File: src/rtl/pinirq_pkg.sv
package pinirq_pkg;
  localparam int ADDR_W = 4;

  localparam logic [ADDR_W-1:0] IDX_MODE    = 4'd0;
  localparam logic [ADDR_W-1:0] IDX_ENR     = 4'd1;
  localparam logic [ADDR_W-1:0] IDX_ENR_SET = 4'd2;
  localparam logic [ADDR_W-1:0] IDX_ENR_CLR = 4'd3;
  localparam logic [ADDR_W-1:0] IDX_ENF     = 4'd4;
  localparam logic [ADDR_W-1:0] IDX_ENF_SET = 4'd5;
  localparam logic [ADDR_W-1:0] IDX_ENF_CLR = 4'd6;
  localparam logic [ADDR_W-1:0] IDX_RDET    = 4'd7;
  localparam logic [ADDR_W-1:0] IDX_FDET    = 4'd8;
  localparam logic [ADDR_W-1:0] IDX_STAT    = 4'd9;
endpackage

File: src/rtl/pinirq_sync.sv
module pinirq_sync #(
  parameter int N = 8
) (
  input  logic         clk,
  input  logic         rst,
  input  logic [N-1:0] pin_async,
  output logic [N-1:0] pin_now,
  output logic [N-1:0] pin_prev
);
  logic [N-1:0] meta_q;

  always_ff @(posedge clk) begin
    if (rst) begin
      meta_q   <= '0;
      pin_now  <= '0;
      pin_prev <= '0;
    end else begin
      meta_q   <= pin_async;
      pin_now  <= meta_q;
      pin_prev <= pin_now;
    end
  end
endmodule

File: src/rtl/pinirq_chan.sv
module pinirq_chan (
  input  logic clk,
  input  logic rst,
  input  logic cur,
  input  logic prev,
  input  logic lvl_mode,
  input  logic en_rise,
  input  logic en_fall,
  input  logic clr_rise,
  input  logic clr_fall,
  output logic rise_lat,
  output logic fall_lat,
  output logic req
);
  logic saw_rise, saw_fall, req_next;

  assign saw_rise = cur & ~prev;
  assign saw_fall = ~cur & prev;

  always_comb begin
    if (lvl_mode) req_next = (cur == en_fall) & en_rise;
    else          req_next = (rise_lat & en_rise) | (fall_lat & en_fall);
  end

  always_ff @(posedge clk) begin
    if (rst) begin
      rise_lat <= 1'b0;
      fall_lat <= 1'b0;
      req      <= 1'b0;
    end else begin
      // a fresh edge wins over a clear in the same cycle
      rise_lat <= (rise_lat & ~clr_rise) | saw_rise;
      fall_lat <= (fall_lat & ~clr_fall) | saw_fall;
      req      <= req_next;
    end
  end
endmodule

File: src/rtl/pinirq_regs.sv
module pinirq_regs
  import pinirq_pkg::*;
#(
  parameter int N = 8
) (
  input  logic              clk,
  input  logic              rst,
  input  logic              bus_we,
  input  logic [ADDR_W-1:0] bus_addr,
  input  logic [N-1:0]      bus_wdata,
  output logic [N-1:0]      bus_rdata,
  input  logic [N-1:0]      rise_lat,
  input  logic [N-1:0]      fall_lat,
  input  logic [N-1:0]      req,
  output logic [N-1:0]      mode,
  output logic [N-1:0]      en_r,
  output logic [N-1:0]      en_f,
  output logic [N-1:0]      clr_r,
  output logic [N-1:0]      clr_f
);
  logic wr_rdet, wr_fdet, wr_stat;

  assign wr_rdet = bus_we && (bus_addr == IDX_RDET);
  assign wr_fdet = bus_we && (bus_addr == IDX_FDET);
  assign wr_stat = bus_we && (bus_addr == IDX_STAT);

  // status writes hit the latches only on edge-mode channels
  assign clr_r = (wr_rdet ? bus_wdata : '0) | (wr_stat ? (bus_wdata & ~mode) : '0);
  assign clr_f = (wr_fdet ? bus_wdata : '0) | (wr_stat ? (bus_wdata & ~mode) : '0);

  always_ff @(posedge clk) begin
    if (rst) begin
      mode <= '0;
      en_r <= '0;
      en_f <= '0;
    end else if (bus_we) begin
      case (bus_addr)
        IDX_MODE:    mode <= bus_wdata;
        IDX_ENR:     en_r <= bus_wdata;
        IDX_ENR_SET: en_r <= en_r | bus_wdata;
        IDX_ENR_CLR: en_r <= en_r & ~bus_wdata;
        IDX_ENF:     en_f <= bus_wdata;
        IDX_ENF_SET: en_f <= en_f | bus_wdata;
        IDX_ENF_CLR: en_f <= en_f & ~bus_wdata;
        IDX_STAT:    en_f <= en_f ^ (bus_wdata & mode);
        default: ;
      endcase
    end
  end

  always_ff @(posedge clk) begin
    if (rst) begin
      bus_rdata <= '0;
    end else begin
      case (bus_addr)
        IDX_MODE: bus_rdata <= mode;
        IDX_ENR:  bus_rdata <= en_r;
        IDX_ENF:  bus_rdata <= en_f;
        IDX_RDET: bus_rdata <= rise_lat;
        IDX_FDET: bus_rdata <= fall_lat;
        IDX_STAT: bus_rdata <= req;
        default:  bus_rdata <= '0;
      endcase
    end
  end
endmodule

File: src/rtl/pinirq_ctrl.sv
module pinirq_ctrl
  import pinirq_pkg::*;
#(
  parameter int N = 8
) (
  input  logic              clk,
  input  logic              rst,
  input  logic [N-1:0]      pin_in,
  input  logic              bus_we,
  input  logic [ADDR_W-1:0] bus_addr,
  input  logic [N-1:0]      bus_wdata,
  output logic [N-1:0]      bus_rdata,
  output logic [N-1:0]      irq_req
);
  logic [N-1:0] pin_s, pin_p;
  logic [N-1:0] mode, en_r, en_f, clr_r, clr_f;
  logic [N-1:0] rlat, flat;

  pinirq_sync #(.N(N)) u_sync (
    .clk(clk), .rst(rst), .pin_async(pin_in),
    .pin_now(pin_s), .pin_prev(pin_p)
  );

  pinirq_regs #(.N(N)) u_regs (
    .clk(clk), .rst(rst),
    .bus_we(bus_we), .bus_addr(bus_addr), .bus_wdata(bus_wdata), .bus_rdata(bus_rdata),
    .rise_lat(rlat), .fall_lat(flat), .req(irq_req),
    .mode(mode), .en_r(en_r), .en_f(en_f), .clr_r(clr_r), .clr_f(clr_f)
  );

  for (genvar g = 0; g < N; g++) begin : g_chan
    pinirq_chan u_chan (
      .clk(clk), .rst(rst),
      .cur(pin_s[g]), .prev(pin_p[g]),
      .lvl_mode(mode[g]), .en_rise(en_r[g]), .en_fall(en_f[g]),
      .clr_rise(clr_r[g]), .clr_fall(clr_f[g]),
      .rise_lat(rlat[g]), .fall_lat(flat[g]), .req(irq_req[g])
    );
  end
endmodule

File: config.mk
export PLATFORM = sky130hd
export DESIGN_NAME = pinirq_ctrl
export DESIGN_NICKNAME = d
export VERILOG_FILES = /design/src/rtl/pinirq_pkg.sv /design/src/rtl/pinirq_sync.sv /design/src/rtl/pinirq_chan.sv /design/src/rtl/pinirq_regs.sv /design/src/rtl/pinirq_ctrl.sv
export SDC_FILE = /design/constraint.sdc
export NUM_CORES = 1
export LEC_CHECK = 0
export CAP_MARGIN = 20
export CORE_MARGIN = 2
export CORE_UTILIZATION = 59
export CTS_CLUSTER_DIAMETER = 80
export CTS_CLUSTER_SIZE = 40
export DETAILED_ROUTE_END_ITERATION = 6
export GPL_TIMING_DRIVEN = 1
export HOLD_SLACK_MARGIN = 0.15
export PLACE_DENSITY = 0.82
export SLEW_MARGIN = 20
export SYNTH_ARGS = -nofsm -noshare
export SYNTH_HDL_FRONTEND = slang
export SYNTH_SLANG_ARGS = --single-unit
File: constraint.sdc
create_clock -name clk -period 3.4 [get_ports clk]
set_input_delay 0.68 -clock clk [delete_from_list [all_inputs] [get_ports clk]]
set_output_delay 0.68 -clock clk [all_outputs]
set_load 0.03 [all_outputs]
==> results of run 1 <==
stage by stage:
| stage | utilization | instances | hold WS, ns |
|---|---|---|---|
| 2_1_floorplan | - | 454 | 0.4138 |
| 3_3_place_gp | 0.6581 | 540 | 0.4158 |
| 3_5_place_dp | 0.6581 | 540 | 0.4204 |
| 4_1_cts | 0.6897 | 556 | 0.4387 |
| 5_1_grt | 0.6897 | 556 | 0.4572 |
| 6_report | 0.6897 | 556 | 0.4366 |
power groups by stage:
stage / clock network (mW) / logic, mW / registers [mW]
6_report: 0.719 / 0.202 / 0.988
2_1_floorplan: 0 / 0.136 / 1.00
3_3_place_gp: 0 / 0.192 / 1.01
5_1_grt: 0.762 / 0.216 / 0.991
3_5_place_dp: 0 / 0.196 / 1.01
4_1_cts: 0.723 / 0.197 / 0.987
cell usage in the layout, fill, tap and decap left out, drive strengths merged, types with 8 or more instances in the layout:
| cell type | Yosys | layout |
|---|---|---|
| a211oi | 18 | 18 |
| clkdlybuf4s50 | 0 | 37 |
| nand2 | 28 | 28 |
| a31oi | 9 | 9 |
| buf | 33 | 14 |
| nand2b | 9 | 9 |
| nand3 | 24 | 24 |
| a311oi | 8 | 8 |
| dfxtp | 80 | 80 |
| inv | 12 | 12 |
| o22ai | 9 | 9 |
| nor2b | 42 | 42 |
| xnor2 | 9 | 9 |
| mux2i | 8 | 8 |
| nor2 | 23 | 23 |
| a21oi | 38 | 38 |
| o21ai | 45 | 45 |
| clkbuf | 9 | 14 |
layout make-up:
cell class	instances	area [um2]	area share
multi-input combinational	319	1959	0.4474
clock inverter	2	37.54	0.008571
clock buffer	14	162.7	0.03714
timing repair buffer	51	473.0	0.1080
tap	77	96.34	0.02200
sequential	80	1602	0.3657
inverter	13	48.80	0.01114
path summary, 6_finish.rpt:
check	slack, ns	endpoint	startpoint
max	0.97	u_regs.en_r[3]	bus_addr[3]
min	0.44	u_sync.pin_now[7]	u_sync.meta_q[7]
max reg2reg	2.16	u_regs.bus_rdata[2]	u_regs.mode[2]
min reg2reg	0.44	u_sync.pin_now[7]	u_sync.meta_q[7]
metal layers:
metal | vias up | GRT usage | share of wire
met2 | 239 | 0.4324 | 0.46
li1 | 1645 | - | -
met4 | 0 | 0.1183 | 0.028
met5 | - | 0 | 0
met1 | 1661 | 0.3773 | 0.40
met3 | 34 | 0.06615 | 0.11
worst reg2reg max path: stages, from the launching register on:
cell and delay, ns:
dfxtp_1 0.38, mux4_2 0.48, a22oi_1 0.17, nor2_1 0.07
synthesized netlist by cell type (9+ instances only):
library cell  instances
a211oi_1             18
a21oi_1              38
a31oi_1               9
buf_2                16
buf_4                12
clkbuf_1              9
dfxtp_1              80
inv_1                12
nand2_1              27
nand2b_1              9
nand3_1              24
nor2_1               22
nor2b_1              42
o21ai_0              33
o21ai_1              12
o22ai_1               9
flip-flops by register name (all words and copies together), names as in the netlist:
register	cells
g_chan.u_chan.fall_lat	8
g_chan.u_chan.req	8
g_chan.u_chan.rise_lat	8
u_regs.bus_rdata	8
u_regs.en_f	8
u_regs.en_r	8
u_regs.mode	8
u_sync.meta_q	8
u_sync.pin_now	8
u_sync.pin_prev	8
cells by family (layout without fill, tap and decap cells):
| group | count (synthesis) | in the layout | synth area share |
|---|---|---|---|
| buffers and inverters | 55 | 80 | 0.07807 |
| multiplexers | 12 | 12 | 0.03531 |
| AND/OR/NAND/NOR | 150 | 150 | 0.2145 |
| flip-flops | 80 | 80 | 0.4146 |
| AO/OA/AOI/OAI | 148 | 148 | 0.2352 |
| XOR/XNOR | 9 | 9 | 0.02235 |
==> impl_metrics.py, run 1 <==
metrics = {
    "die": {
        "coreArea_um2": 6350,
        "die_h_um": 84.91,
        "rows": 29,
        "ioPinCount": 39,
        "die_area_um2": 7210,
        "start_util": 0.6083,
        "fp.dieW_um": 84.91,
    },
    "critical_path": {
        "crit_cells": 6,
        "cp.arrival_ns": 2.71,
        "max_stage_delay_ns": 0.61,
        "critPathKind": "in2reg",
        "reg2regPathDepth": 3,
        "cp_slowest_cell": "clkdlybuf4s50_1",
        "cp_num_buf_inv": 2,
        "crit_chain": "clkdlybuf4s50_1 > nor3b_2 > buf_4 > o21a_1 > nand2_1 > a21oi_1",
        "critPathLaunchType": "input port",
        "cp-end-kind": "flip-flop",
        "crit_fanout": 10,
        "required_ns": 3.68,
        "path_delay_family": "buffers and inverters",
    },
    "pwr": {
        "p_per_area_nw_per_um2": 435.9,
        "intPower_mw": 1.430,
        "switchingPower_mw": 0.4791,
        "p_seq_frac": 0.517,
        "switching_share": 0.2510,
        "vdd_drop_max_mv": 0.3344,
        "leakagePower_nw": 1.483,
        "power_mw": 1.909,
        "comb_power_share": 0.106,
        "p_clk_frac": 0.377,
    },
    "clock_tree": {
        "hold_buffers": 0,
        "cts_max_level": 3,
        "root_buffer": "clkbuf_8",
        "clkTransAtPathRegs_ns": 0.08,
        "postCtsSetupRepairBufs": 0,
        "cts_resized": 0,
        "cts_buffers": 9,
        "clk_latency_ns": 0.35,
        "cts_tree": "yes",
        "cts_buffer_depth": 2,
        "cts.sinks": 80,
    },
    "yosys": {
        "seq_area_frac_synth": 0.4146,
        "synthArstFlopShare": 0,
        "yosysUniqueCellTypes": 51,
        "ys_warn_count": 0,
        "synthCells": 454,
        "syn_avg_cell_area_um2": 8.508,
        "synth.cell_area_um2": 3862,
        "synth_top_area_frac": 0.4146,
        "yosys.area.top_type": "dfxtp_1",
        "synth_edf_count": 0,
        "yosys_register_bits": 80,
        "synth.area.top_cells": "dfxtp_1, nor2b_1, a21oi_1",
        "synth_ff_type": "dfxtp_1",
        "synth_nets": 477,
    },
    "drt": {
        "post-route-drc-count": 1,
        "routed_via_density": 6.437,
        "wire_per_inst_um": 18.26,
        "antenna_left": 0,
        "vias": 3579,
        "drtPass1Iterations": 7,
        "drtIter0Drc": 503,
        "wl_um": 10150,
    },
    "placement": {
        "io_buffers": 38,
        "dp_slack_ns": 0.6791,
        "place.detailed.hpwl_um": 6533,
        "placed_cell_area_um2": 4179,
        "place.gp.congestion": 0.9257,
    },
    "run_status": {
        "violations": "DRC",
        "status": "complete, but fails checks",
    },
    "global_route": {
        "grt_max_degree": 81,
        "grt_pass1_vias": 3287,
        "grt_pass1_wl_um": 16040,
        "grt_overflow": 0,
        "grt.total_usage": 0.2799,
        "antenna_found_initial": 0,
    },
    "sta": {
        "hold_viol": 0,
        "slew_viol_final": 0,
        "skew_ns": 0.005576,
        "rsz0062_at_grt": "false",
        "min_period_ns": 2.434,
        "setup_ws_ns": 0.9660,
        "finalCritPeriodShare": 0.7159,
        "tightestPinTransition_ns": 0.8010,
        "setup_tns_ns": 0,
        "max-slew-margin-rel": 0.4660,
        "setup_violations": 0,
        "clock.fmax_mhz": 410.8,
    },
    "min_path": {
        "hold_class": "reg2reg",
        "hold_depth": 1,
    },
    "final_layout": {
        "synthToLayoutAreaGrowth_pct": 13.38,
        "drive_gt1_frac": 0.08142,
        "fin_area_um2": 4379,
        "fillers": 494,
        "nNetsFinal": 497,
        "antenna_cells": 0,
    },
    "job": {
        "cap_violations": 0,
    },
}
No activity file was read; power rests on OpenSTA's default activity.
==> run 2, diff against run 1 <==
--- a/config.mk
+++ b/config.mk
@@ -7,13 +7,13 @@
 export LEC_CHECK = 0
 export CAP_MARGIN = 20
 export CORE_MARGIN = 2
-export CORE_UTILIZATION = 59
+export CORE_UTILIZATION = 51
 export CTS_CLUSTER_DIAMETER = 80
 export CTS_CLUSTER_SIZE = 40
 export DETAILED_ROUTE_END_ITERATION = 6
 export GPL_TIMING_DRIVEN = 1
 export HOLD_SLACK_MARGIN = 0.15
-export PLACE_DENSITY = 0.82
+export PLACE_DENSITY = 0.76
 export SLEW_MARGIN = 20
 export SYNTH_ARGS = -nofsm -noshare
 export SYNTH_HDL_FRONTEND = slang
==> constraint.sdc (replaced) <==
create_clock -name clk -period 2 [get_ports clk]
set_input_delay 0.4 -clock clk [delete_from_list [all_inputs] [get_ports clk]]
set_output_delay 0.4 -clock clk [all_outputs]
set_load 0.03 [all_outputs]
==> run 2 against run 1 <==
Wire length down 1.8%. Cell area is 7.3% higher. Non-clock buffer count rose by 33. Die area increased by 15%. Highest routed layer unchanged. Core utilization is 4.5 points lower. Sequential share of layout area fell by 2.5 points. First-iteration DRC count down 32%. Combinational power is 95% higher. Clock skew up 0.0030 ns. Clock power increased by 85%. Global-route usage shrank 2.9 points. Worst setup slack got worse by 0.75 ns. Critical endpoint is now irq_req[2]. The flow now finishes without violations.
==> impl_metrics.py, run 2 (same netlist as run 1, synthesis figures left out) <==
metrics = {
    "global_route": {
        "grt.total_usage": 0.2511,
        "antenna_found_initial": 0,
        "grt_pass1_vias": 3376,
        "grt_overflow": 0,
        "grt_max_degree": 39,
        "grt_pass1_wl_um": 16580,
    },
    "sta": {
        "whs_ns": 0.4422,
        "skew_ns": 0.008610,
        "setup_violations": 0,
        "slew_viol_final": 0,
        "tightestPinTransition_ns": 0.4813,
        "finalCritPeriodShare": 0.8925,
        "rsz0062_at_grt": "false",
        "max-slew-margin-rel": 0.6791,
        "setup_ws_ns": 0.2150,
        "hold_viol": 0,
        "min_period_ns": 1.785,
        "clock.fmax_mhz": 560.2,
    },
    "critical_path": {
        "max_stage_delay_ns": 0.68,
        "critPathLaunchType": "flip-flop",
        "crit_fanout": 2,
        "required_ns": 1.60,
        "r2r_slack_ns": 0.83,
        "critPathKind": "reg2out",
        "r2r_start": "u_regs.mode[2]",
        "cp.arrival_ns": 1.38,
        "crit_chain": "clkdlybuf4s50_1",
        "path_delay_family": "buffers and inverters",
        "cp_num_buf_inv": 1,
        "cp-end-kind": "output port",
        "reg2regPathDepth": 3,
        "r2r-end": "u_regs.bus_rdata[2]",
        "cp_slowest_cell": "clkdlybuf4s50_1",
    },
    "clock_tree": {
        "hold_buffers": 0,
        "cts.sinks": 80,
        "root_buffer": "clkbuf_8",
        "cts_max_level": 3,
        "cts_buffer_depth": 2,
        "cts_buffers": 9,
        "cts_tree": "yes",
        "postCtsSetupRepairBufs": 0,
        "cts_resized": 0,
        "clk_latency_ns": 0.36,
        "clkTransAtPathRegs_ns": 0.08,
    },
    "drt": {
        "wl_um": 9972,
        "routed_via_density": 5.933,
        "vias": 3625,
        "drtIter0Drc": 341,
        "antenna_left": 0,
        "wire_per_inst_um": 16.32,
        "post-route-drc-count": 0,
        "drtPass1Iterations": 6,
    },
    "die": {
        "die_h_um": 91.03,
        "coreArea_um2": 7292,
        "ioPinCount": 39,
        "fp.dieW_um": 91.03,
        "rows": 31,
        "die_area_um2": 8286,
        "start_util": 0.5297,
    },
    "min_path": {
        "hold_path_end": "u_sync.pin_now[4]",
        "hp-start": "u_sync.meta_q[4]",
        "hold_class": "reg2reg",
        "hold_depth": 1,
    },
    "final_layout": {
        "layout_common_cells": "dfxtp_1, buf_4, nor2b_1, a21oi_1, clkdlybuf4s50_1",
        "synthToLayoutAreaGrowth_pct": 21.70,
        "fin_area_um2": 4701,
        "antenna_cells": 0,
        "drive_gt1_frac": 0.1445,
        "layout_commonest_cell": "dfxtp_1",
        "nNetsFinal": 530,
    },
    "pwr": {
        "vdd_drop_max_mv": 0.3983,
        "leakagePower_nw": 1.663,
        "p_per_area_nw_per_um2": 723.4,
    },
    "placement": {
        "place.gp.congestion": 0.9381,
        "place.detailed.hpwl_um": 6908,
        "dp_slack_ns": -0.1292,
        "io_buffers": 38,
        "placed_cell_area_um2": 4479,
    },
    "run_status": {
        "status": "finished clean",
    },
    "job": {
        "cap_violations": 0,
    },
}
-- run 2: cell types whose count changed in the layout (fill, tap and decap cells not counted), sizes merged --
cell and change:
clkinv +1, bufinv +1, clkbuf -3, buf +33, clkinvlp +1
-- run 2: cell type report --
cell class	count	area (um2)
Clock inverter	5	80.08
Inverter	13	48.80
Sequential cell	80	1602
Fill cell	604	2591
Timing Repair Buffer	84	745.7
Tap cell	99	123.9
Clock buffer	11	141.4
Multi-Input combinational cell	319	1959
-- run 2: worst max path at each step --
stage | cells past startpoint | slack, ns | to | start
2_1_floorplan | 7 | 0.59 | u_regs.en_f[5] | bus_addr[0]
3_3_place_gp | 6 | -0.08 | u_regs.bus_rdata[6] | bus_addr[2]
3_5_place_dp | 7 | -0.13 | u_regs.en_f[5] | bus_addr[2]
4_1_cts | 1 | 0.21 | irq_req[3] | g_chan[3].u_chan.req
5_1_grt | 7 | 0.12 | u_regs.en_f[1] | bus_addr[2]
6_report | 1 | 0.22 | irq_req[2] | g_chan[2].u_chan.req
-- run 2: worst register-to-register path, delay by kind of cell, from the launching register on --
kind               cells  cell delay, ns
AOI/OAI and AO/OA      1            0.17
DFF                    1            0.36
muxes                  1            0.47
and+or+nand+nor        1            0.06
-- run 2: metrics by stage --
stage                     total power [mW]  TNS (ns)  instances  utilization
after floorplan                      1.937         0        454            -
after global placement               2.088   -0.7119        595       0.6143
after detailed placement             2.096    -1.840        595       0.6143
after CTS                            3.403         0        611       0.6446
after global routing                 3.502         0        611       0.6446
final                                3.400         0        611       0.6446
-- run 2: metal layers --
| layer | up-vias | track usage | wire, um |
|---|---|---|---|
| li1 | 1722 | - | - |
| met1 | 1679 | 0.3405 | 4434 |
| met2 | 195 | 0.3796 | 4367 |
| met3 | 29 | 0.05145 | 880 |
| met4 | 0 | 0.1250 | 291 |
| met5 | - | 0 | 0 |
-- run 2: power by group --
| part | internal (mW) | switching (mW) | leakage, nW |
|---|---|---|---|
| Clock | 0.735 | 0.595 | 0.106 |
| Sequential | 1.64 | 0.0381 | 0.651 |
| Combinational | 0.185 | 0.209 | 0.907 |
==> run 3, diff against run 2 <==
--- a/config.mk
+++ b/config.mk
@@ -6,7 +6,6 @@
 export NUM_CORES = 1
 export LEC_CHECK = 0
 export CAP_MARGIN = 20
-export CORE_MARGIN = 2
 export CORE_UTILIZATION = 51
 export CTS_CLUSTER_DIAMETER = 80
 export CTS_CLUSTER_SIZE = 40
==> run 3 against run 2 <==
Count of clock-buffer cells in the layout rose by 1. Cell area fell by 0.45%. Worst setup slack got worse by 0.034 ns. Worst hold slack got worse by 0.0055 ns. Maximum frequency fell by 1.8%. Core utilization fell by 0.29 points. Critical path depth rose by 5. Flip-flop and latch count did not move. Global-route usage rose by 2.5 points. Cell count fell by 0.49%. Register-to-register slack got worse by 0.04 ns. Largest power group unchanged. Highest routed layer unchanged.
==> impl_metrics.py, run 3 (same netlist as run 1, synthesis figures left out) <==
metrics = {
    "run_status": {
        "status": "finished clean",
    },
    "global_route": {
        "grtUsageMet3": 0.06002,
        "use_met1": 0.3671,
        "grt_pass1_vias": 3372,
        "use_met2": 0.4294,
        "busiest_layer": "met2",
        "grt_max_degree": 36,
        "grt_pass1_wl_um": 16350,
        "grt.total_usage": 0.2758,
        "antenna_found_initial": 0,
        "grt_overflow": 0,
    },
    "die": {
        "die_area_um2": 7925,
        "fp.dieW_um": 89.03,
        "ioPinCount": 39,
        "die_h_um": 89.03,
        "start_util": 0.5297,
        "coreArea_um2": 7292,
        "rows": 31,
    },
    "critical_path": {
        "crit_cells": 6,
        "crit_fanout": 14,
        "cp.arrival_ns": 2.02,
        "required_ns": 2.21,
        "path_delay_family": "buffers and inverters",
        "cp-end-kind": "flip-flop",
        "reg2regPathDepth": 3,
        "cp_slowest_cell": "clkdlybuf4s50_1",
        "critPathKind": "in2reg",
        "critPathLaunchType": "input port",
        "cp_num_buf_inv": 2,
        "crit_chain": "clkdlybuf4s50_1 > buf_12 > nor3b_2 > o21ai_1 > o21ai_0 > a21oi_1",
        "max_stage_delay_ns": 0.51,
    },
    "final_layout": {
        "antenna_cells": 0,
        "fin_area_um2": 4679,
        "layout_commonest_cell": "dfxtp_1",
        "drive_gt1_frac": 0.1356,
        "nNetsFinal": 528,
        "layoutNonFillerInstCount": 608,
        "layout_common_cells": "dfxtp_1, nor2b_1, buf_4, a21oi_1, clkdlybuf4s50_1",
        "synthToLayoutAreaGrowth_pct": 21.15,
    },
    "drt": {
        "post-route-drc-count": 0,
        "wire_per_inst_um": 16.84,
        "vias": 3669,
        "wl_um": 10240,
        "antenna_left": 0,
        "drtIter0Drc": 307,
        "drtPass1Iterations": 5,
        "routed_via_density": 6.035,
    },
    "sta": {
        "hold_viol": 0,
        "whs_ns": 0.4367,
        "clock.fmax_mhz": 549.9,
        "setup_tns_ns": 0,
        "slew_viol_final": 0,
        "setup_ws_ns": 0.1815,
        "setup_violations": 0,
        "tightestPinTransition_ns": 0.7505,
        "min_period_ns": 1.819,
        "max-slew-margin-rel": 0.4997,
        "finalCritPeriodShare": 0.9093,
        "skew_ns": 0.007590,
        "rsz0062_at_grt": "false",
    },
    "clock_tree": {
        "cts_max_level": 3,
        "clk_latency_ns": 0.36,
        "cts_resized": 0,
        "hold_buffers": 0,
        "cts.sinks": 80,
        "clkTransAtPathRegs_ns": 0.08,
        "cts_buffer_depth": 2,
        "postCtsSetupRepairBufs": 0,
        "cts_buffers": 9,
        "cts_tree": "yes",
        "root_buffer": "clkbuf_8",
    },
    "pwr": {
        "vdd_drop_max_mv": 0.4226,
        "leakagePower_nw": 1.648,
        "p_per_area_nw_per_um2": 714.7,
    },
    "placement": {
        "place.detailed.hpwl_um": 7007,
        "place_inst": 593,
        "placed_cell_area_um2": 4477,
        "io_buffers": 38,
        "dp_slack_ns": -0.1639,
        "place.gp.congestion": 0.9480,
    },
    "min_path": {
        "hold_class": "reg2reg",
        "hold_depth": 1,
    },
    "job": {
        "cap_violations": 0,
    },
}
## run 3: changes by cell type in the layout (fill, tap and decap cells not counted)
cell	delta
buf_4	-3
buf_12	+1
clkbuf_1	+2
clkinvlp_4	-1
clkinv_2	-1
clkbuf_8	-1
## run 3: power breakdown
part | internal, mW | switching (mW)
Clock | 0.698 | 0.572
Combinational | 0.184 | 0.213
Sequential | 1.64 | 0.0385
Total | 2.52 | 0.824
## run 3: per-stage QoR
stage / total power [mW] / utilization
6_report: 3.345 / 0.6417
5_1_grt: 3.474 / 0.6417
4_1_cts: 3.340 / 0.6417
3_5_place_dp: 2.100 / 0.6139
3_3_place_gp: 2.092 / 0.6139
2_1_floorplan: 1.937 / -
## run 3: path summary, 6_finish.rpt
path,startpoint,endpoint,slack (ns)
setup / recovery,bus_addr[3],u_regs.en_r[5],0.18
hold / removal,u_sync.meta_q[0],u_sync.pin_now[0],0.44
setup reg to reg,u_regs.en_f[3],g_chan[3].u_chan.req,0.79
hold reg to reg,u_sync.meta_q[0],u_sync.pin_now[0],0.44
## run 3: metal layers
metal  vias to the layer above  share of wire
met5                         -              0
met4                         0          0.032
met3                        36          0.091
met2                       196           0.45
met1                      1718           0.42
li1                       1719              -
## run 3: cell type report
class	count	area (um2)
clock buffers	12	135.1
clock inverters	3	67.56
fillers	622	2613
inverters	13	48.80
multi-input cells	319	1959
flip-flops and latches	80	1602
well taps	99	123.9
repair buffers	82	743.2
